File: src/rtl/spi_hold_pkg.sv
package spi_hold_pkg;
    typedef enum logic [1:0] {
        ST_IDLE = 2'd0,
        ST_RUN  = 2'd1,
        ST_HOLD = 2'd2
    } hold_state_e;
endpackage

File: src/rtl/hold_sck_edge.sv
// Detects level changes of the synchronised serial clock.
module hold_sck_edge (
    input  logic clk,
    input  logic rst_n,
    input  logic sck,
    output logic rise,
    output logic fall
);
    logic sck_q;

    always_ff @(posedge clk or negedge rst_n) begin
        if (!rst_n) sck_q <= 1'b0;
        else        sck_q <= sck;
    end

    always_comb begin
        rise = sck & ~sck_q;
        fall = ~sck & sck_q;
    end
endmodule

File: src/rtl/hold_fsm.sv
// Pause state machine: IDLE / RUN / HOLD.
module hold_fsm
    import spi_hold_pkg::*;
(
    input  logic clk,
    input  logic rst_n,
    input  logic cs_n,
    input  logic hold_n,
    input  logic sck,
    output logic running,
    output logic held,
    output logic abort
);
    hold_state_e state_q, state_d;

    always_ff @(posedge clk or negedge rst_n) begin
        if (!rst_n) state_q <= ST_IDLE;
        else        state_q <= state_d;
    end

    always_comb begin
        state_d = state_q;
        unique case (state_q)
            ST_IDLE: if (!cs_n) state_d = ST_RUN;                  // START
            ST_RUN: begin
                if (cs_n)                 state_d = ST_IDLE;       // END
                else if (!hold_n && !sck) state_d = ST_HOLD;       // PAUSE
            end
            ST_HOLD: begin
                if (cs_n)                 state_d = ST_IDLE;       // ABORT
                else if (hold_n && !sck)  state_d = ST_RUN;        // RESUME
            end
            default: state_d = ST_IDLE;
        endcase
    end

    always_comb begin
        running = 1'b0;
        held    = 1'b0;
        abort   = 1'b0;
        unique case (state_q)
            ST_IDLE: ;
            ST_RUN:  running = !cs_n;
            ST_HOLD: begin
                held  = 1'b1;
                abort = cs_n;
            end
            default: ;
        endcase
    end
endmodule

File: src/rtl/hold_so_gate.sv
// Forces the serial output to an idle, disabled value unless passing.
module hold_so_gate #(
    parameter int SO_W = 1
) (
    input  logic            pass_en,
    input  logic [SO_W-1:0] eng_so,
    input  logic            eng_so_en,
    output logic [SO_W-1:0] so_data,
    output logic            so_oe
);
    assign so_oe = pass_en & eng_so_en;

    for (genvar g = 0; g < SO_W; g++) begin : g_lane
        assign so_data[g] = so_oe & eng_so[g];
    end
endmodule

File: src/rtl/spi_hold_pause.sv
module spi_hold_pause #(
    parameter int SO_W = 1
) (
    input  logic            clk,
    input  logic            rst_n,
    input  logic            cs_n,
    input  logic            sck,
    input  logic            hold_n,
    input  logic [SO_W-1:0] eng_so,
    input  logic            eng_so_en,
    output logic            sck_rise_en,
    output logic            sck_fall_en,
    output logic [SO_W-1:0] so_data,
    output logic            so_oe,
    output logic            hold_active,
    output logic            cmd_abort
);
    logic rise, fall, running;

    hold_sck_edge u_edge (
        .clk   (clk),
        .rst_n (rst_n),
        .sck   (sck),
        .rise  (rise),
        .fall  (fall)
    );

    hold_fsm u_fsm (
        .clk     (clk),
        .rst_n   (rst_n),
        .cs_n    (cs_n),
        .hold_n  (hold_n),
        .sck     (sck),
        .running (running),
        .held    (hold_active),
        .abort   (cmd_abort)
    );

    hold_so_gate #(.SO_W(SO_W)) u_gate (
        .pass_en   (running),
        .eng_so    (eng_so),
        .eng_so_en (eng_so_en),
        .so_data   (so_data),
        .so_oe     (so_oe)
    );

    assign sck_rise_en = running & rise;
    assign sck_fall_en = running & fall;
endmodule

File: config.mk
export PLATFORM = sky130hd
export DESIGN_NAME = spi_hold_pause
export DESIGN_NICKNAME = d
export VERILOG_FILES = /design/src/rtl/spi_hold_pkg.sv /design/src/rtl/hold_sck_edge.sv /design/src/rtl/hold_fsm.sv /design/src/rtl/hold_so_gate.sv /design/src/rtl/spi_hold_pause.sv
export SDC_FILE = /design/constraint.sdc
export NUM_CORES = 1
export LEC_CHECK = 0
export BUFFER_PORTS_ARGS = -buffer_cell sky130_fd_sc_hd__buf_2
export CAP_MARGIN = 15
export CORE_AREA = 2 2 39 41
export CTS_CLUSTER_DIAMETER = 80
export DETAILED_ROUTE_END_ITERATION = 12
export DIE_AREA = 0 0 41 43
export SETUP_SLACK_MARGIN = 0.4
export SYNTH_ARGS = -nofsm -noshare
export SYNTH_HDL_FRONTEND = slang
export SYNTH_HIERARCHICAL = 1
export SYNTH_SLANG_ARGS = --single-unit
File: constraint.sdc
create_clock -name clk -period 1.12 [get_ports clk]
set_input_delay 0.112 -clock clk [delete_from_list [all_inputs] [get_ports clk]]
set_output_delay 0.112 -clock clk [all_outputs]
set_load 0.005 [all_outputs]
# Yosys cells after proc, flatten, opt, wreduce, memory -nomap -nowiden

Index checks and enable logic that the tools add are counted.
W data, S select, Z words.

Flip-flop bits (word level): 3
Bits of input ports: 7
Output and inout bits: 6

Equality and inequality tests: 5
Muxes and demuxes: 9
Bitwise gates (word level): 8
Reductions and logical operators: 7

Operators by type and width:

| kind                 | count |
|---|---|
| $mux W2              | 5 |
| $and A1 B1 Y1        | 6 |
| $ne A3 B2 Y1 const B | 2 |
| $pmux W2 S3          | 1 |
| $logic_not A1 Y1     | 3 |
| $mux W1              | 3 |
| $reduce_and A3 Y1    | 1 |
| $eq A2 B1 Y1 const B | 1 |
| $eq A2 B2 Y1 const B | 1 |
| $logic_and A1 B1 Y1  | 2 |
| $logic_not A2 Y1     | 1 |
| $ne A2 B2 Y1 const B | 1 |
| $not A1 Y1           | 2 |

# Longest topological paths before layout

Gate-level depths: netlist of run 1.

Word-level depth: 5
Depth in mapped cells: 3

# Hierarchy

The synthesis of run 1 kept the hierarchy.

Modules (own cells, without submodules):

| module         | times used | cells each | area an instance (µm²) | seq. area each (µm²) |
|---|---|---|---|---|
| hold_fsm       | 1          | 12         | 127.6                  | 50.0 |
| hold_sck_edge  | 1          | 3          | 40.0                   | 25.0 |
| hold_so_gate   | 1          | 2          | 12.5                   | 0.0 |
| spi_hold_pause | 1          | 2          | 12.5                   | 0.0 |

# Worst setup path before layout of run 1

OpenSTA, ideal clock, no wires.

Path kind: register -> output
From: reg u_fsm.state_q[1]
To: out so_data
Arrival: 867 ps
Required time: 1,008 ps
Slack: 141 ps
Stages on the path, launching flop included: 3
Cell sequence: dfrtp_1 nor3b_1 and3_1

Longest elaborated chain between the ends: 4

Ends and longest elaborated chain:

| element                | RTL line             | RTL |
|---|---|---|
| from (decl)            | hold_fsm.sv:14       | `hold_state_e state_q, state_d;` |
| from (signal assigned) | hold_fsm.sv:18       | `else state_q <= state_d;` |
| $eq A2 B1 Y1           | hold_fsm.sv:41       | `unique case (state_q)` |
| $mux W1                | hold_fsm.sv:41       |  |
| net running            | spi_hold_pause.sv:18 | `logic rise, fall, running;` |
| $and A1 B1 Y1          | hold_so_gate.sv:11   | `assign so_oe = pass_en & eng_so_en;` |
| $and A1 B1 Y1          | hold_so_gate.sv:14   | `assign so_data[g] = so_oe & eng_so[g];` |
| to (decl)              | spi_hold_pause.sv:13 | `output logic [SO_W-1:0] so_data,` |

The timed path passes the listed nets, and every way through them passes these cells.

# Worst setup path after layout of run 1

Same ends and word-level chain as after synthesis.

==> results of run 1 <==
==> per-stage QoR <==
stage / utilization, % / setup WS, ns
2_1_floorplan: - / 0.231
3_3_place_gp: 20.4 / 0.104
3_5_place_dp: 20.4 / 0.0892
4_1_cts: 25.8 / -0.144
5_1_grt: 26.9 / -0.167
6_report: 26.9 / -0.0974
==> flip-flops by register name, summed over array words and instances, names as in the netlist <==
register	count
u_fsm/state_q	2
u_edge/sck_q	1
==> worst register-to-register path, cell delays in order (launching register included) <==
cell,delay [ns]
dfrtp_1,0.39
and2b_2,0.23
buf_6,0.12
buf_6,0.10
a21oi_2,0.11
nor2_1,0.05
==> how the worst max path moves through the flow <==
stage / slack (ns) / endpoint / start / depth (start not counted)
floorplan: 0.23 / u_fsm/state_q[1]$_DFFE_PN0P_ / u_fsm/state_q[1]$_DFFE_PN0P_ / 3
global placement: 0.10 / so_data / u_fsm/state_q[1]$_DFFE_PN0P_ / 3
detailed placement: 0.09 / so_data / u_fsm/state_q[1]$_DFFE_PN0P_ / 3
CTS: -0.14 / so_data / u_fsm/state_q[1]$_DFFE_PN0P_ / 3
global route: -0.17 / so_data / u_fsm/state_q[1]$_DFFE_PN0P_ / 3
finish: -0.1 / so_data / u_fsm/state_q[1]$_DFFE_PN0P_ / 3
==> timing repair <==
item / CTS / global route
resized for setup: 2 / 2
endpoints found under the hold margin: 3 / 0
buffers inserted: 3 / 1
cloned: 0 / 0
hold buffers: 1 / 0
pin swaps: 3 / 4
endpoints found under the setup margin: 8 / 8
==> cells in the final DEF (no fill, tap or decap) <==
cell type      synthesis  final
nand2b_1               1      1
dfrtp_1                3      3
nor3b_2                0      1
and2_4                 0      1
clkbuf_4               0      3
nor2_1                 1      1
nor2b_1                1      1
nor4b_4                0      1
and3_1                 1      1
buf_6                  0      3
buf_2                  0     11
dlygate4sd3_1          0      1
buf_4                  0      2
o21bai_1               1      1
and2b_2                2      2
clkbuf_1               0      1
a21o_1                 1      1
a21oi_2                1      2
and2_1                 3      3
==> metal layers <==
layer | GRT usage, % | up-vias | share of wire (%)
li1 | - | 106 | -
met1 | 4.87 | 88 | 35
met2 | 10.9 | 9 | 53
met3 | 3.14 | 0 | 12
met4 | 8.00 | 0 | 0
met5 | 0 | - | 0
==> area by class of cell <==
class                      instances  area [µm²]
fill                             160        1010
timing repair buffer              17         114
tap                               16        20.0
clock buffer                       4        26.3
multi-input combinational         16         136
sequential                         3        75.1
==> cell families after synthesis <==
group / share of synthesized area (%)
compound gates: 14.9
flops: 39.0
simple gates: 46.1
==> power breakdown <==
group	internal, mW	total (mW)	switching [mW]
clock network	0.134	0.191	0.0578
registers	0.115	0.118	0.00344
logic	0.0414	0.0697	0.0282
total	0.290	0.379	0.0895
==> results_tabular.tex, run 1 <==
\begin{tabular}{lr}
\hline
Metric & Value \\
\hline
\multicolumn{2}{l}{\textbf{Status}} \\
\quad Run status & finished, violations left \\
\quad Violated checks & setup timing \\
\multicolumn{2}{l}{\textbf{Routing}} \\
\quad Overall routed net length & 503 µm \\
\quad Number of detailed-route iterations in the first pass & 2 \\
\quad Post-route DRC violation count & 0 \\
\quad Detailed router's first-iteration violation count & 4 \\
\quad Total via count after detailed routing & 203 \\
\quad Detailed-route vias per instance & 3.63 \\
\quad Number of routed nets with antenna violations & 0 \\
\quad Average wire per cell in the routed design & 8.98 µm \\
\multicolumn{2}{l}{\textbf{Die}} \\
\quad DIE AREA & 1760 µm² \\
\quad Initial core utilization & 13.9\% \\
\quad Placeable core region & between 1000 and 1500 µm² \\
\quad Die span in x & 41 µm \\
\quad Overall die height & 43 µm \\
\quad Number of standard-cell rows in the floorplan & 14 \\
\quad Boundary pin count & 13 \\
\multicolumn{2}{l}{\textbf{Layout}} \\
\quad \# diodes & 0 \\
\quad Post-route cell area & 372 µm² \\
\quad Area overhead of the layout relative to synthesis & 92.9\% \\
\quad Layout net count & 48 \\
\quad Share of cells above drive strength 1 & 65.0\% \\
\quad Post-route non-filler standard cell count & 56 \\
\multicolumn{2}{l}{\textbf{Critical path}} \\
\quad Required time of the worst setup path & 1.01 ns \\
\quad Largest fanout on the critical path & 4 \\
\quad Reg2reg end & u\_fsm/state\_q[1]\$\_DFFE\_PN0P\_ \\
\quad Data arrival time at the worst-slack endpoint & between 1 and 1.5 ns \\
\quad Nature of the critical path startpoint & flop \\
\quad Largest stage delay on the critical path & 0.39 ns \\
\quad Worst setup path class & flop to primary output \\
\quad CP Capture Type & primary output \\
\quad Ordered cell list for the critical path & nor3b\_2, and3\_1, buf\_2 \\
\quad FF-to-FF path depth & 5 \\
\quad Slowest cell on the critical path & dfrtp\_1 \\
\quad Category of cells accounting for the largest share of critical-path delay & flip-flops \\
\quad Worst R2R Setup Slack & 0 ns \\
\quad Beginning of the worst register-to-register path & u\_fsm/state\_q[1]\$\_DFFE\_PN0P\_ \\
\quad Buffers plus inverters on the worst setup path & 1 \\
\multicolumn{2}{l}{\textbf{Placed design}} \\
\quad Weighted congestion reported at the end of routability-driven placement & between 0.5 and 0.6 \\
\quad Cell area reported after detailed placement & 283 µm² \\
\quad Estimated wirelength of the detail-placed design & 330 µm \\
\quad Count of buffers from port buffering & 12 \\
\quad Cell Count Post-Placement & 47 \\
\multicolumn{2}{l}{\textbf{Power and ir drop}} \\
\quad Pleak & 0.195 nW \\
\quad Total power consumption of the routed design & around 0.38 mW \\
\quad Worst supply voltage drop on vdd & $\sim$0.00032 V \\
\quad Power per cell area & 1020 nW/µm² \\
\multicolumn{2}{l}{\textbf{Synth}} \\
\quad Syn\_nets & 26 \\
\quad Primary FF master, synth & dfrtp\_1 \\
\quad Yosys top cell area share & 39.0\% \\
\quad Top cells by instance count after synthesis & 3 x and2\_1, 3 x dfrtp\_1, 2 x and2b\_2 \\
\quad Distinct cell type count after synthesis & 14 \\
\quad Cell count after synthesis & 19 \\
\quad Post-synth EDFFs & 0 \\
\quad Sequential-to-total area share from yosys stat & between 30\% and 40\% \\
\quad Total number of yosys warnings & 6 \\
\quad Library cell occupying the most area in the post-synthesis netlist & dfrtp\_1 \\
\quad Post-synthesis instance area & a little under 200 µm² \\
\quad Post-synthesis sequential element count & 3 \\
\quad Post-synthesis async set-or-reset flop share & 100\% \\
\quad Area contributors post-synth & dfrtp\_1 39\%, and2\_1 9.7\%, and2b\_2 9.1\%, nor4b\_2 7.8\%, a21oi\_2 4.5\% \\
\quad Avg Synthesized Cell Area & a little over 10 µm² \\
\multicolumn{2}{l}{\textbf{Clock network}} \\
\quad Clock buffer depth & 2 \\
\quad Number of H-tree levels & 1 \\
\quad Clock latency on the worst-skew pair & roughly 0.23 ns \\
\quad Clock slew seen by the registers of the worst setup and hold paths & 0.04 ns \\
\quad Total number of clock tree sinks & 3 \\
\quad CTS tree & yes \\
\quad Clk root buf & clkbuf\_4 \\
\quad CTS buffer count & 3 \\
\multicolumn{2}{l}{\textbf{GRT}} \\
\quad Pin count of the biggest net entering global routing & 7 \\
\quad Number of antenna violations at the first check in global routing & 0 \\
\quad Total routing resource utilization after global routing & 6.85\% \\
\quad Global-route wire length before repair & 731 µm \\
\quad Congestion Overflow GR & 0 \\
\quad Number of global-route vias before repair & about 210 \\
\multicolumn{2}{l}{\textbf{Timing}} \\
\quad Final slew viol count & 0 \\
\quad Setup clock skew after layout & between 0.001 and 0.0015 ns \\
\quad Fin crit period & 1.22 ns \\
\quad Max-Slew Margin vs Limit & a little under nine tenths \\
\quad Final hold vios & 0 \\
\quad Setup repair after global routing missed its margin & yes \\
\quad Final sum of negative setup slack & -0.395 ns \\
\quad Setup Viol. Count Final & 5 \\
\quad Max Fclk & between 800 and 900 MHz \\
\quad Final setup margin & -0.0974 ns \\
\quad Worst-margin pin slew & approximately 0.2 ns \\
\quad Part of the cycle the worst path needs & 109\% \\
\quad Smallest hold slack & 0.0804 ns \\
\multicolumn{2}{l}{\textbf{Run}} \\
\quad Max Cap Viol & 0 \\
\multicolumn{2}{l}{\textbf{Hold path}} \\
\quad Cells on Worst Hold Path & 1 \\
\quad HP Class & input port to flop \\
\quad Endpoint of the worst hold-timing path & u\_edge/sck\_q\$\_DFF\_PN0\_ \\
\quad Beginning of the worst hold path & sck \\
\hline
\end{tabular}
No activity file was read; power rests on OpenSTA's default activity.
==> inputs of run 2 (changes only) <==
CELL_PAD_IN_SITES_DETAIL_PLACEMENT = 0   (was unset)
CELL_PAD_IN_SITES_GLOBAL_PLACEMENT = 1   (was unset)
PLACE_DENSITY_LB_ADDON = 0.1   (was unset)
==> results_tabular.tex, run 2 (same netlist as run 1, synthesis figures left out) <==
\begin{tabular}{lr}
\hline
Metric & Value \\
\hline
\multicolumn{2}{l}{\textbf{Status}} \\
\quad Run status & finished, violations left \\
\quad Violated checks & setup timing \\
\multicolumn{2}{l}{\textbf{Layout}} \\
\quad Share of cells above drive strength 1 & about 68\% \\
\quad Most common cell after layout, fill and taps aside & buf\_2 \\
\quad Fin util & about 29\% \\
\quad Layout net count & 49 \\
\quad Top register by number of flip-flops & u\_fsm/state\_q \\
\quad Post-route cell area & 400 µm² \\
\quad Biggest regs & u\_fsm/state\_q: 2 flops, u\_edge/sck\_q: 1 flops \\
\quad Area overhead of the layout relative to synthesis & 108\% \\
\quad Highest-count cells in the layout ignoring fill and taps & 11 x buf\_2, 4 x buf\_6, 3 x and2\_1, 3 x clkbuf\_4, 3 x dfrtp\_1 \\
\quad \# diodes & 0 \\
\quad Number of flip-flops in the largest register & 2 \\
\multicolumn{2}{l}{\textbf{Critical path}} \\
\quad Worst setup path class & flop to primary output \\
\quad Category of cells accounting for the largest share of critical-path delay & flip-flops \\
\quad Slowest cell on the critical path & dfrtp\_1 \\
\quad Critical Path Source & u\_fsm/state\_q[1]\$\_DFFE\_PN0P\_ \\
\quad CP Capture Type & primary output \\
\quad Nature of the critical path startpoint & flop \\
\quad Buffers plus inverters on the worst setup path & 1 \\
\quad FF-to-FF path depth & 5 \\
\quad Required time of the worst setup path & 1.01 ns \\
\quad Data arrival time at the worst-slack endpoint & between 1 and 1.5 ns \\
\quad Largest stage delay on the critical path & 0.41 ns \\
\quad Worst R2R Setup Slack & -0.03 ns \\
\quad Largest fanout on the critical path & 4 \\
\quad Ordered cell list for the critical path & nor3b\_4, and3\_1, buf\_2 \\
\quad Reg2reg end & u\_fsm/state\_q[1]\$\_DFFE\_PN0P\_ \\
\quad Beginning of the worst register-to-register path & u\_fsm/state\_q[1]\$\_DFFE\_PN0P\_ \\
\multicolumn{2}{l}{\textbf{GRT}} \\
\quad Congestion Overflow GR & 0 \\
\quad GR Util met3 & 3.66\% \\
\quad GRT met1 Usage & 5.50\% \\
\quad Number of antenna violations at the first check in global routing & 0 \\
\quad Busiest metal layer after global routing & met2 \\
\quad Routing usage on met2 & 11.3\% \\
\quad Total routing resource utilization after global routing & about 7.5\% \\
\quad Pin count of the biggest net entering global routing & 7 \\
\quad Number of global-route vias before repair & just over 200 \\
\quad Global-route wire length before repair & 793 µm \\
\multicolumn{2}{l}{\textbf{Routing}} \\
\quad Number of detailed-route iterations in the first pass & 2 \\
\quad Detailed-route vias per instance & 3.56 \\
\quad Average wire per cell in the routed design & slightly below 9 µm \\
\quad Overall routed net length & between 500 and 600 µm \\
\quad Total via count after detailed routing & 203 \\
\quad Number of routed nets with antenna violations & 0 \\
\quad Post-route DRC violation count & 0 \\
\quad Detailed router's first-iteration violation count & 1 \\
\multicolumn{2}{l}{\textbf{Timing}} \\
\quad Worst-margin pin slew & between 0.2 and 0.25 ns \\
\quad Final setup margin & -0.113 ns \\
\quad Setup repair after global routing missed its margin & yes \\
\quad Final hold vios & 0 \\
\quad Max-Slew Margin vs Limit & 86.1\% \\
\quad Setup Viol. Count Final & 6 \\
\quad Part of the cycle the worst path needs & 110\% \\
\quad Setup clock skew after layout & approximately 0.0000038 ns \\
\quad Final slew viol count & 0 \\
\quad Smallest hold slack & just under 0.1 ns \\
\quad Max Fclk & between 800 and 900 MHz \\
\quad Fin crit period & 1.23 ns \\
\multicolumn{2}{l}{\textbf{Die}} \\
\quad Overall die height & 43 µm \\
\quad Die span in x & approximately 41 µm \\
\quad DIE AREA & around 1800 µm² \\
\quad Initial core utilization & around 14\% \\
\quad Placeable core region & about 1400 µm² \\
\quad Number of standard-cell rows in the floorplan & 14 \\
\quad Boundary pin count & 13 \\
\multicolumn{2}{l}{\textbf{Power and ir drop}} \\
\quad Worst supply voltage drop on vdd & 0.000315 V \\
\quad Power per cell area & 962 nW/µm² \\
\quad Pleak & 0.207 nW \\
\quad Total power consumption of the routed design & 0.385 mW \\
\multicolumn{2}{l}{\textbf{Placed design}} \\
\quad Count of buffers from port buffering & 12 \\
\quad Estimated wirelength of the detail-placed design & 358 µm \\
\quad Cell area reported after detailed placement & approximately 280 µm² \\
\quad Weighted congestion reported at the end of routability-driven placement & 0.709 \\
\multicolumn{2}{l}{\textbf{Hold path}} \\
\quad Endpoint of the worst hold-timing path & u\_edge/sck\_q\$\_DFF\_PN0\_ \\
\quad Beginning of the worst hold path & sck \\
\quad HP Class & input port to flop \\
\quad Cells on Worst Hold Path & 1 \\
\multicolumn{2}{l}{\textbf{Clock network}} \\
\quad Clock buffer depth & 2 \\
\quad Clock slew seen by the registers of the worst setup and hold paths & 0.03 ns \\
\quad Clk root buf & clkbuf\_4 \\
\quad CTS buffer count & 3 \\
\quad Number of H-tree levels & 1 \\
\quad CTS tree & yes \\
\quad Total number of clock tree sinks & 3 \\
\quad Clock latency on the worst-skew pair & 0.23 ns \\
\multicolumn{2}{l}{\textbf{Run}} \\
\quad Max Cap Viol & 0 \\
\hline
\end{tabular}
run 2: cell count changes in the layout (fill, tap and decap cells not counted), sizes merged:
cell and change:
buf +1
run 2: cell type report:
type                    instances  area [µm²]
flip-flops and latches          3        75.1
clock buffers                   4        26.3
repair buffers                 18         125
well taps                      16        20.0
fillers                       155         983
multi-input cells              16         154
run 2: through the flow:
step | setup TNS [ns] | cells | setup slack (ns)
6_report | -0.495 | 57 | -0.113
4_1_cts | -0.720 | 55 | -0.174
3_3_place_gp | 0 | 47 | 0.0731
3_5_place_dp | 0 | 47 | 0.0578
5_1_grt | -0.933 | 57 | -0.193
2_1_floorplan | 0 | 19 | 0.231
run 2: repair_timing:
| item | 4_1_cts | 5_1_grt |
|---|---|---|
| buffers inserted | 3 | 2 |
| setup endpoints to repair | 8 | 8 |
| hold endpoints to repair | 3 | 0 |
| pin swaps | 4 | 3 |
| resized for setup | 4 | 3 |
| hold buffers | 1 | 0 |
run 2: how the worst max path moves through the flow:
stage / endpoint / slack, ns / cells after the start
floorplan: u_fsm/state_q[1]$_DFFE_PN0P_ / 0.23 / 3
global placement: so_data / 0.07 / 3
detailed placement: so_data / 0.06 / 3
CTS: so_data / -0.17 / 3
global route: so_data / -0.19 / 3
finish: so_data / -0.11 / 3
run 2: report_power, final:
group          internal (mW)  total, mW  switching (mW)
clock                  0.133      0.185          0.0522
sequential             0.115      0.120         0.00508
combinational         0.0487     0.0798          0.0311
run 2: per-layer routing:
layer	wire, µm	share of wire (%)
met1	189	37
met2	274	54
met3	47	9.2
met4	0	0
met5	0	0
